### config.mk
export PLATFORM = sky130hd
export DESIGN_NAME = pll_scan_cfg
export DESIGN_NICKNAME = d
export VERILOG_FILES = /design/src/rtl/pll_scan_pkg.sv /design/src/rtl/pll_scan_shreg.sv /design/src/rtl/pll_scan_timer.sv /design/src/rtl/pll_scan_fsm.sv /design/src/rtl/pll_scan_cfg.sv
export SDC_FILE = /design/constraint.sdc
export NUM_CORES = 1
export LEC_CHECK = 0
export BUFFER_PORTS_ARGS = -buffer_cell sky130_fd_sc_hd__clkbuf_2
export CAP_MARGIN = 0
export CORE_MARGIN = 2
export CORE_UTILIZATION = 49
export DETAILED_ROUTE_END_ITERATION = 16
export PLACE_DENSITY_LB_ADDON = 0.3
export SLEW_MARGIN = 20
export SYNTH_ARGS = -nofsm -noshare
export SYNTH_HDL_FRONTEND = slang
export SYNTH_SLANG_ARGS = --single-unit
### constraint.sdc
create_clock -name clk -period 6.3 [get_ports clk]
set_clock_uncertainty 0.15 [all_clocks]
set_input_delay 0.945 -clock clk [delete_from_list [all_inputs] [get_ports clk]]
set_output_delay 0.945 -clock clk [all_outputs]
set_load 0.05 [all_outputs]
### src/rtl/pll_scan_pkg.sv
package pll_scan_pkg;

  typedef enum logic [3:0] {
    ST_IDLE,
    ST_LEAD,
    ST_SHIFT,
    ST_UPDATE,
    ST_WRISE,
    ST_WFALL,
    ST_PRST,
    ST_FINISH,
    ST_FAIL
  } scan_state_t;

  function automatic int unsigned max3(input int unsigned a, input int unsigned b,
                                       input int unsigned c);
    int unsigned m;
    m = (a > b) ? a : b;
    return (m > c) ? m : c;
  endfunction

endpackage

### src/rtl/pll_scan_shreg.sv
module pll_scan_shreg #(
  parameter int unsigned LEN = 180
) (
  input  logic           clk,
  input  logic           rst_n,
  input  logic           load_i,
  input  logic [LEN-1:0] image_i,
  input  logic           shift_i,
  output logic           bit_o
);

  logic [LEN-1:0] q_r;
  logic [LEN-1:0] q_nx;
  logic           q_en;

  always_comb begin
    q_en = load_i | shift_i;
    q_nx = q_r;
    if (load_i) begin
      q_nx = image_i;
    end else if (shift_i) begin
      q_nx = {q_r[LEN-2:0], 1'b0};
    end
  end

  always_ff @(posedge clk or negedge rst_n) begin
    if (!rst_n) begin
      q_r <= '0;
    end else if (q_en) begin
      q_r <= q_nx;
    end
  end

  assign bit_o = q_r[LEN-1];

endmodule

### src/rtl/pll_scan_timer.sv
module pll_scan_timer #(
  parameter int unsigned W = 8
) (
  input  logic         clk,
  input  logic         rst_n,
  input  logic         clr_i,
  input  logic         inc_i,
  output logic [W-1:0] cnt_o
);

  logic [W-1:0] cnt_r;
  logic [W-1:0] cnt_nx;
  logic         cnt_en;

  always_comb begin
    cnt_en = clr_i | inc_i;
    cnt_nx = clr_i ? '0 : cnt_r + 1'b1;
  end

  always_ff @(posedge clk or negedge rst_n) begin
    if (!rst_n) begin
      cnt_r <= '0;
    end else if (cnt_en) begin
      cnt_r <= cnt_nx;
    end
  end

  assign cnt_o = cnt_r;

endmodule

### src/rtl/pll_scan_fsm.sv
module pll_scan_fsm
  import pll_scan_pkg::*;
#(
  parameter int unsigned LEN   = 180,
  parameter int unsigned RSTC  = 4,
  parameter int unsigned TMO   = 64,
  parameter int unsigned CNT_W = 8
) (
  input  logic             clk,
  input  logic             rst_n,
  input  logic             start_i,
  input  logic             chg_i,
  input  logic             done_i,
  input  logic [CNT_W-1:0] cnt_i,
  output scan_state_t      state_o,
  output logic             load_o,
  output logic             shift_o,
  output logic             cnt_clr_o,
  output logic             cnt_inc_o
);

  localparam logic [CNT_W-1:0] LAST_BIT = CNT_W'(LEN - 1);
  localparam logic [CNT_W-1:0] LAST_TMO = CNT_W'(TMO - 1);
  localparam logic [CNT_W-1:0] LAST_RST = CNT_W'(RSTC - 1);

  scan_state_t st_r;
  scan_state_t st_nx;
  logic        chg_r;

  always_comb begin
    st_nx     = st_r;
    load_o    = 1'b0;
    shift_o   = 1'b0;
    cnt_clr_o = 1'b0;
    cnt_inc_o = 1'b0;
    unique case (st_r)
      ST_IDLE: begin
        if (start_i) begin
          st_nx     = ST_LEAD;
          load_o    = 1'b1;
          cnt_clr_o = 1'b1;
        end
      end
      ST_LEAD: begin
        st_nx     = ST_SHIFT;
        cnt_clr_o = 1'b1;
      end
      ST_SHIFT: begin
        shift_o = 1'b1;
        if (cnt_i == LAST_BIT) st_nx = ST_UPDATE;
        else                   cnt_inc_o = 1'b1;
      end
      ST_UPDATE: begin
        st_nx     = ST_WRISE;
        cnt_clr_o = 1'b1;
      end
      ST_WRISE: begin
        if (done_i) begin
          st_nx     = ST_WFALL;
          cnt_clr_o = 1'b1;
        end else if (cnt_i == LAST_TMO) begin
          st_nx = ST_FAIL;
        end else begin
          cnt_inc_o = 1'b1;
        end
      end
      ST_WFALL: begin
        if (!done_i) begin
          st_nx     = chg_r ? ST_PRST : ST_FINISH;
          cnt_clr_o = 1'b1;
        end else if (cnt_i == LAST_TMO) begin
          st_nx = ST_FAIL;
        end else begin
          cnt_inc_o = 1'b1;
        end
      end
      ST_PRST: begin
        if (cnt_i == LAST_RST) st_nx = ST_FINISH;
        else                   cnt_inc_o = 1'b1;
      end
      default: st_nx = ST_IDLE;
    endcase
  end

  always_ff @(posedge clk or negedge rst_n) begin
    if (!rst_n) begin
      st_r  <= ST_IDLE;
      chg_r <= 1'b0;
    end else begin
      st_r <= st_nx;
      if (load_o) chg_r <= chg_i;
    end
  end

  assign state_o = st_r;

endmodule

### src/rtl/pll_scan_cfg.sv
module pll_scan_cfg
  import pll_scan_pkg::*;
#(
  parameter int unsigned CHAIN_LEN  = 180,
  parameter int unsigned RST_CYCLES = 4,
  parameter int unsigned TIMEOUT    = 64
) (
  input  logic                 clk,
  input  logic                 rst_n,
  input  logic                 start_i,
  input  logic [CHAIN_LEN-1:0] image_i,
  input  logic                 img_changes_loop_i,
  input  logic                 scan_done_i,
  output logic                 scan_ena_o,
  output logic                 scan_data_o,
  output logic                 cfg_update_o,
  output logic                 pll_reset_o,
  output logic                 busy_o,
  output logic                 complete_o,
  output logic                 error_o
);

  localparam int unsigned CNT_MAX = max3(CHAIN_LEN, RST_CYCLES, TIMEOUT);
  localparam int unsigned CNT_W   = $clog2(CNT_MAX + 1);

  logic [1:0]       rst_sync_r;
  logic             rst_int_n;
  scan_state_t      state;
  logic             load;
  logic             shift;
  logic             cnt_clr;
  logic             cnt_inc;
  logic [CNT_W-1:0] cnt;
  logic             sh_bit;

  // asynchronous assertion, synchronous release
  always_ff @(posedge clk or negedge rst_n) begin
    if (!rst_n) rst_sync_r <= 2'b00;
    else        rst_sync_r <= {rst_sync_r[0], 1'b1};
  end
  assign rst_int_n = rst_sync_r[1];

  pll_scan_fsm #(
    .LEN  (CHAIN_LEN),
    .RSTC (RST_CYCLES),
    .TMO  (TIMEOUT),
    .CNT_W(CNT_W)
  ) i_fsm (
    .clk      (clk),
    .rst_n    (rst_int_n),
    .start_i  (start_i),
    .chg_i    (img_changes_loop_i),
    .done_i   (scan_done_i),
    .cnt_i    (cnt),
    .state_o  (state),
    .load_o   (load),
    .shift_o  (shift),
    .cnt_clr_o(cnt_clr),
    .cnt_inc_o(cnt_inc)
  );

  pll_scan_timer #(.W(CNT_W)) i_timer (
    .clk  (clk),
    .rst_n(rst_int_n),
    .clr_i(cnt_clr),
    .inc_i(cnt_inc),
    .cnt_o(cnt)
  );

  pll_scan_shreg #(.LEN(CHAIN_LEN)) i_shreg (
    .clk    (clk),
    .rst_n  (rst_int_n),
    .load_i (load),
    .image_i(image_i),
    .shift_i(shift),
    .bit_o  (sh_bit)
  );

  always_comb begin
    scan_ena_o   = (state == ST_LEAD) || (state == ST_SHIFT);
    scan_data_o  = (state == ST_SHIFT) & sh_bit;
    cfg_update_o = (state == ST_UPDATE);
    pll_reset_o  = (state == ST_PRST);
    busy_o       = (state != ST_IDLE);
    complete_o   = (state == ST_FINISH);
    error_o      = (state == ST_FAIL);
  end

endmodule

== Word-level counts from Yosys, hierarchy flattened ==
Index checks and enable logic that the tools add are counted.

* Register bits after elaboration: 195
* Latch bits: 0
* Memories: 0
* Bits in writable memories: 0
* Word-level logic and storage cells: 53
* Output and inout bits: 7
* ROM bits: 0

* $mul: 0
* Bitwise logic cells: 3
* Shift operators: 0
* Div/mod/pow operators: 0
* Equality and inequality tests: 14
* Reduce and logical (&&, ||, !) cells: 7
* $lt $le $gt $ge: 0
* Add/subtract/negate cells: 1
* Multiplexer cells: 23

{| class="wikitable"
|+ Operator list
! cell !! number
|-
| 180-bit two-way mux || 2
|-
| 4-bit one-hot mux with 7 select lines || 1
|-
| 4-bit two-way mux || 6
|-
| 4-bit by 3-bit == test with 1-bit output, second input constant || 4
|-
| 1-bit two-way mux || 11
|-
| 8-bit by 1-bit adder with 8-bit output, second input constant || 1
|-
| 4-bit by 2-bit == test with 1-bit output, second input constant || 2
|-
| 8-bit by 2-bit == test with 1-bit output, second input constant || 1
|-
| 8-bit by 6-bit == test with 1-bit output, second input constant || 1
|-
| 8-bit == test, second input constant || 1
|-
| 8-bit two-way mux || 1
|-
| 1-bit one-hot mux with 4 select lines || 2
|-
| 4-bit by 1-bit == test with 1-bit output, second input constant || 1
|-
| 4-bit == test, second input constant || 1
|-
| 4-bit logical NOT || 1
|-
| 2-bit by 1-bit inequality test with 1-bit output, second input constant || 2
|-
| 4-bit nonzero test || 1
|-
| 3-bit AND reduction || 1
|-
| 2-bit inequality test, second input constant || 1
|-
| 1-bit bitwise OR || 2
|-
| 2-bit AND reduction || 1
|-
| 2-bit nonzero test || 1
|-
| 2-bit OR reduction || 1
|-
| 1-bit bitwise AND || 1
|-
| 1-bit logical OR || 1
|}

== Logic depth before layout (Yosys ltp) ==
Gate-level depths: netlist (run 1).

* Depth in word-level cells: 5
* Mapped depth: 9
* Mapped depth without buffers: 6

== Hierarchy ==
A second synthesis (run 1) with hierarchy kept.

* Cell total of the unflattened synthesis: 881
* Area, all modules: 9152.5 um^2

{| class="wikitable"
|+ By module, submodules not included
! module !! cells an instance !! area an instance (um^2) !! times used !! seq. area each (um^2)
|-
| pll_scan_shreg || 780 || 8237.9 || 1 || 4504.3
|-
| pll_scan_timer || 37 || 396.6 || 1 || 200.2
|-
| pll_scan_fsm || 51 || 395.4 || 1 || 125.1
|-
| pll_scan_cfg || 13 || 122.6 || 1 || 50.0
|}

== Worst setup path before layout (run 1) ==
Ideal clock, no wire load.

* Kind: reg2out
* From: reg i_fsm.st_r[0], in the netlist i_fsm.state_o[0]
* To: out error_o
* Cell stages (with the launch flop): 4
* Setup slack: 2860 ps
* Arrival: 2345 ps
* Required time: 5205 ps
* Cells stage by stage: dfrtp_1 buf_2 clkbuf_1 nor4b_1

* Word-level cells in the longest chain between the ends: 1

{| class="wikitable"
|+ Ends and longest elaborated chain
! what !! line !! source
|-
| start: declaration || pll_scan_fsm.sv:26 || <nowiki>scan_state_t st_r;</nowiki>
|-
| start signal: assignment || pll_scan_fsm.sv:90 || <nowiki>st_r <= st_nx;</nowiki>
|-
| 4-bit == test || pll_scan_cfg.sv:86 || <nowiki>error_o = (state == ST_FAIL);</nowiki>
|-
| end: declaration || pll_scan_cfg.sv:20 || <nowiki>output logic error_o</nowiki>
|}

No other way between the ends.

== Final worst setup path (run 1) ==
* From: reg i_fsm.st_r[2], in the netlist i_fsm.state_o[2]
* To: reg i_shreg.q_r[131]

* Word-level cells in the longest chain between the ends: 4

{| class="wikitable"
|+ Ends and longest elaborated chain
! what !! line !! source
|-
| 4-bit by 2-bit == test with 1-bit output / 4-bit logical NOT (equally long branches) || pll_scan_fsm.sv:36 || <nowiki>unique case (st_r)</nowiki>
|-
| 1-bit two-way mux || pll_scan_fsm.sv:36 ||
|-
| 2-bit nonzero test (no source line) / 1-bit bitwise OR (equally long branches) || n/a ||
|-
| 2-bit AND reduction (no source line) || n/a ||
|-
| end signal: assignment || pll_scan_shreg.sv:30 || <nowiki>q_r <= q_nx;</nowiki>
|-
| end: declaration || pll_scan_shreg.sv:12 || <nowiki>logic [LEN-1:0] q_r;</nowiki>
|}

Several ways; a longest one is shown, not always the timed one.
A chain may end at the register's enable or synchronous reset.

==> out/qor.yml, run 1 <==
status: "finished clean"
fp-row-count: 47
setup_tns_ns: 0
layout_min_cycle_time_ns: 3.14
synth-compound-area-share_pct: 17.3
drtPass1Iterations: 5
antenna_found_initial: 0
synth.top_cell.area_share_pct: 58.0
cts_buffer_depth: 2
cts_inserted_buffers: 17
finalWeightedCongestion: 0.774
critical_path.max_fanout: 95
dpl.hpwl_mm: 11.8
crit_type: "flip-flop to flip-flop"
fp.dieH_um: 135
end_kind: "flip-flop"
hold_class: "input pin to asynchronous set/reset pin"
route.vias.total: 6791
initial_utilization_pct: 50.4
power_mw: 5.10
cp.required_ns: 6.50
wl_per_cell_um: 15.0
cts_post_setup_buffers_inserted: 0
synthToLayoutAreaGrowth_pct: 20.3
hold_buffers: 0
track_usage_pct: 21.5
startpoint_type: "flip-flop"
setup_violations: 0
drive_gt1_share_pct: 22.4
route.detailed.drc: 0
cap_violations: 0
switchingPower_mw: 1.89
synth_top_area_cell: "dfrtp_1"
ff2ff_path_depth: 5
cts_tree: "built"
yosys-mux-area-fraction_pct: 1.22
syn-instance-count: 884
yosysMostFrequentCell: "nand2_1"
pin_count: 192
vias_per_cell: 5.37
fmax_ghz: 0.319
seq_power_share_pct: 42.3
synth_top_family_by_area: "simple AND/OR/NAND/NOR gates"
grt_pass1_vias: 6437
synthFlopType: "dfrtp_1"
nets: 1219
pre_cts_ws_ns: 2.97
timing.final.crit_share_pct: 49.8
numPortBuffers: 191
synth_seq_area_share_pct: 58.0
synth_seq_cells: 195
leakage_nw: 5.34
synth.distinct_cells: 43
clkPwrFrac_pct: 24.1
swShare_pct: 37.0
arrival_ns: 3.33
grt_overflow: 0
htreeDepth: 4
power_per_cell_area_nw_per_um2: 504
path_clk_slew_ns: 0.07
synth_edf_count: 0
cts_root_buffer: "clkbuf_16"
hold_violations: 0
ant_nets: 0
ys_warn_count: 0
cts_sinks: 195
fp.dieW_um: 135
synth_simple_gate_area_share_pct: 19.7
syn_avg_cell_area_sq_um: 9.51
ys_top_cells_by_area: "dfrtp_1 (58%), nand2_1 (17%), a22oi_1 (16%), buf_2 (1.8%), mux2i_1 (0.95%)"
syn-cell-area_sq_um: 8410
synthAdderAreaFrac_pct: 0.149
maxSlewHeadroom_pct: 28.5
grt_max_degree: 157
worst_pin_slew_ns: 1.07
rsz0062_at_grt: "false"
cts_resized: 0
syn-num-nets: 1070
grt_pass1_wl_mm: 31.6
dieArea_sq_um: 18200
combPwrFrac_pct: 33.6
slew_violations: 0
ir_worst_vdd_v: 0.000255
ys_async_sr_fraction_pct: 100
internal_power_mw: 3.21
clk_latency_ns: 0.42
totalWireLength_mm: 19.0
drt_iter0_drc: 551
fin_ws_ns: 3.16
synth_xor_xnor_area_share_pct: 0.104
coreArea_sq_um: 16700
diodes: 0
synth_common_cells: "nand2_1 (377), dfrtp_1 (195), a22oi_1 (177)"
## power groups by stage
stage / clock (mW) / sequential (mW) / combinational, mW
floorplan: 0 / 2.07 / 1.42
global placement: 0 / 2.16 / 1.67
detailed placement: 0 / 2.16 / 1.74
CTS: 1.26 / 2.16 / 1.74
global route: 1.31 / 2.23 / 1.99
finish: 1.23 / 2.16 / 1.71
## registers in the layout (all words and copies together) (netlist names)
| signal | flops |
|---|---|
| i_fsm.chg_r | 1 |
| i_fsm.state_o | 4 |
| i_shreg.q_r | 180 |
| i_timer.cnt_o | 8 |
| rst_sync_r | 2 |
## metrics by stage
step | area, sq um | utilization, % | hold WS, ns | cells
final | 10100 | 60.6 | 0.152 | 1265
after global routing | 10100 | 60.6 | 0.117 | 1265
after CTS | 10100 | 60.6 | 0.129 | 1265
after detailed placement | 9440 | 56.5 | 0.174 | 1234
after global placement | 9440 | 56.5 | 0.177 | 1234
after floorplan | 8410 | - | 0.181 | 884
## path summary, 6_finish.rpt
| check | from | slack (ns) | to |
|---|---|---|---|
| max reg2reg | i_fsm.state_o[2] | 3.16 | i_shreg.q_r[131] |
| min | rst_n | 0.15 | rst_sync_r[1] |
| max in group asynchronous | rst_sync_r[1] | 4.63 | i_shreg.q_r[5] |
| max | i_fsm.state_o[2] | 3.16 | i_shreg.q_r[131] |
| min in group clk | rst_sync_r[0] | 0.21 | rst_sync_r[1] |
| min reg2reg | rst_sync_r[1] | 0.17 | i_shreg.q_r[125] |
## cell type report
type                       count  area [sq um]
inverter                       1          3.75
fill                        1424          6580
clock buffer                  20           457
timing repair buffer         196          1020
clock inverter                11           221
tap                          220           275
sequential                   195          4880
multi-input combinational    622          3260
## worst max-delay path, stage by stage, from the launching register on
cell,delay [ns]
dfrtp_1,0.57
nor2_1,0.26
and3_4,0.88
buf_4,0.87
a22oi_1,0.16
nand2_1,0.12
## layer usage
metal  share of wire (%)  vias up  wire length [um]  track usage (%)
met2                  46      184              8780             31.0
met5                   0        -                 0                0
met4                 1.2        0               221             5.73
met1                  46     3247              8690             31.6
li1                    -     3340                 -                -
met3                 7.0       20              1340             6.87
## layout by cell type (no fill, tap or decap), types with 5 or more instances in the layout
master	instances
o21ai_1	6
mux2i_1	8
nand2_1	377
dfrtp_1	194
nand2b_1	5
nor2_1	8
clkbuf_16	17
a22oi_1	177
bufinv_16	6
clkbuf_2	191
## cells by family after synthesis
kind of cell / count (synthesis)
compound gates: 195
fa+ha+maj: 1
buf+inv: 67
flops: 195
xor+xnor: 1
other cells: 1
mux: 10
simple gates: 414
No activity file was read; power rests on OpenSTA's default activity.
==> run 2: changes to the inputs <==
Settings changed: CORE_UTILIZATION 49 to 54.
Clock period 6.3 ns to 3.3 ns, I/O delays scaled along.
==> out/qor.yml, run 2 (same netlist as run 1, synthesis figures left out) <==
status: "finished clean"
layout_min_cycle_time_ns: 2.85
numPortBuffers: 191
stdcell_area_sq_um: 10100
worst_hold_slack_ns: 0.133
hold_class: "input pin to flip-flop"
combPwrFrac_pct: 35.0
grt-busiest-layer: "met1"
grt_overflow: 0
nets: 1226
cts_sinks: 195
coreArea_sq_um: 15200
crit_start: "i_fsm.state_o[0]"
grt_use_met2_pct: 34.0
final_common_cell: "nand2_1"
fp-row-count: 45
diodes: 0
hold_buffers: 1
post-route-util_pct: 66.4
ir_worst_vdd_v: 0.000566
switchingPower_mw: 3.64
dpl.cell_count: 1207
cts_buffer_depth: 2
end_kind: "output pin"
r2r-end: "i_shreg.q_r[137]"
wl_per_cell_um: 15.1
pre_cts_ws_ns: 0.666
power_mw: 9.58
cts_resized: 0
rsz0062_at_grt: "false"
startpoint_type: "flip-flop"
arrival_ns: 2.20
path_clk_slew_ns: 0.07
ff2ff_path_depth: 5
synthToLayoutAreaGrowth_pct: 19.9
power_per_cell_area_nw_per_um2: 950
setup_tns_ns: 0
clkPwrFrac_pct: 22.1
clk_latency_ns: 0.42
grt_use_met1_pct: 34.1
drt_iter0_drc: 583
grt_pass1_wl_mm: 30.7
layout_common_cells: "nand2_1 (377), dfrtp_1 (194), clkbuf_2 (191), a22oi_1 (177), clkbuf_16 (17)"
swShare_pct: 38.0
fp.dieH_um: 129
largest_reg_flops: 180
dieArea_sq_um: 16600
cp.required_ns: 2.65
timing.final.crit_share_pct: 86.3
cts_root_buffer: "clkbuf_16"
hold_path_end: "i_shreg.q_r[30]"
cts_post_setup_buffers_inserted: 0
antenna_found_initial: 0
drtPass1Iterations: 5
vias_per_cell: 5.53
seq_power_share_pct: 42.9
critical_path.max_fanout: 17
finalWeightedCongestion: 0.766
crit_type: "flip-flop to output pin"
r2r-start: "i_fsm.state_o[2]"
setup_violations: 0
met3_usage_pct: 5.90
holdPathStages: 3
hp-start: "image_i[30]"
worst_pin_slew_ns: 0.752
top_register: "i_shreg.q_r"
maxSlewHeadroom_pct: 49.9
drive_gt1_share_pct: 22.9
fp.dieW_um: 129
pin_count: 192
slew_violations: 0
cts_tree: "built"
cts_inserted_buffers: 17
place_area_sq_um: 9450
fin_ws_ns: 0.453
fmax_ghz: 0.351
leakage_nw: 5.36
fillers: 1232
ant_nets: 0
route.detailed.drc: 0
fin_cells: 1241
track_usage_pct: 23.1
initial_utilization_pct: 55.3
htreeDepth: 4
cap_violations: 0
ff2ff_setup_slack_ns: 0.79
grt_max_degree: 111
dpl.hpwl_mm: 11.6
internal_power_mw: 5.95
hold_violations: 0
route.vias.total: 6859
totalWireLength_mm: 18.7
grt_pass1_vias: 6387
-- run 2: changes by cell type in the layout (fill, tap and decap cells not counted), sizes merged --
| cell | previous run | this run |
|---|---|---|
| dlygate4sd3 | 0 | 1 |
| clkinv | 0 | 5 |
| inv | 4 | 3 |
| bufinv | 6 | 3 |
| buf | 5 | 11 |
-- run 2: layout make-up --
type                    instances  area, sq um  share of cell area (%)
well taps                     188          235                    2.33
clock buffers                  20          457                    4.53
repair buffers                203         1100                    10.9
flip-flops and latches        195         4880                    48.4
multi-input cells             622         3260                    32.3
inverters                       1         3.75                  0.0372
clock inverters                12          151                    1.50
-- run 2: metal layers --
metal	part of all wire [%]	vias up
met1	46	3307
met5	0	-
met2	46	184
li1	-	3347
met3	6.4	21
met4	1.2	0
-- run 2: worst max path at each step --
stage,end,slack [ns],depth (start not counted)
2_1_floorplan,i_timer.cnt_o[0],0.06,6
3_3_place_gp,i_shreg.q_r[110],0.74,6
3_5_place_dp,i_shreg.q_r[43],0.67,6
4_1_cts,scan_data_o,0.41,3
5_1_grt,scan_data_o,0.33,3
6_report,scan_data_o,0.45,3
-- run 2: power by group through the flow --
stage | Clock, mW | Sequential [mW] | Combinational [mW]
after detailed placement | 0 | 4.13 | 3.34
final | 2.11 | 4.11 | 3.36
after global routing | 2.26 | 4.25 | 3.87
after floorplan | 0 | 3.95 | 2.71
after global placement | 0 | 4.10 | 3.21
after CTS | 2.16 | 4.11 | 3.37
-- run 2: critical path: stages, from the launching register on --
cell and delay, ns:
dfrtp_1 0.58, nor4b_4 0.69, and2_1 0.22, clkbuf_2 0.29
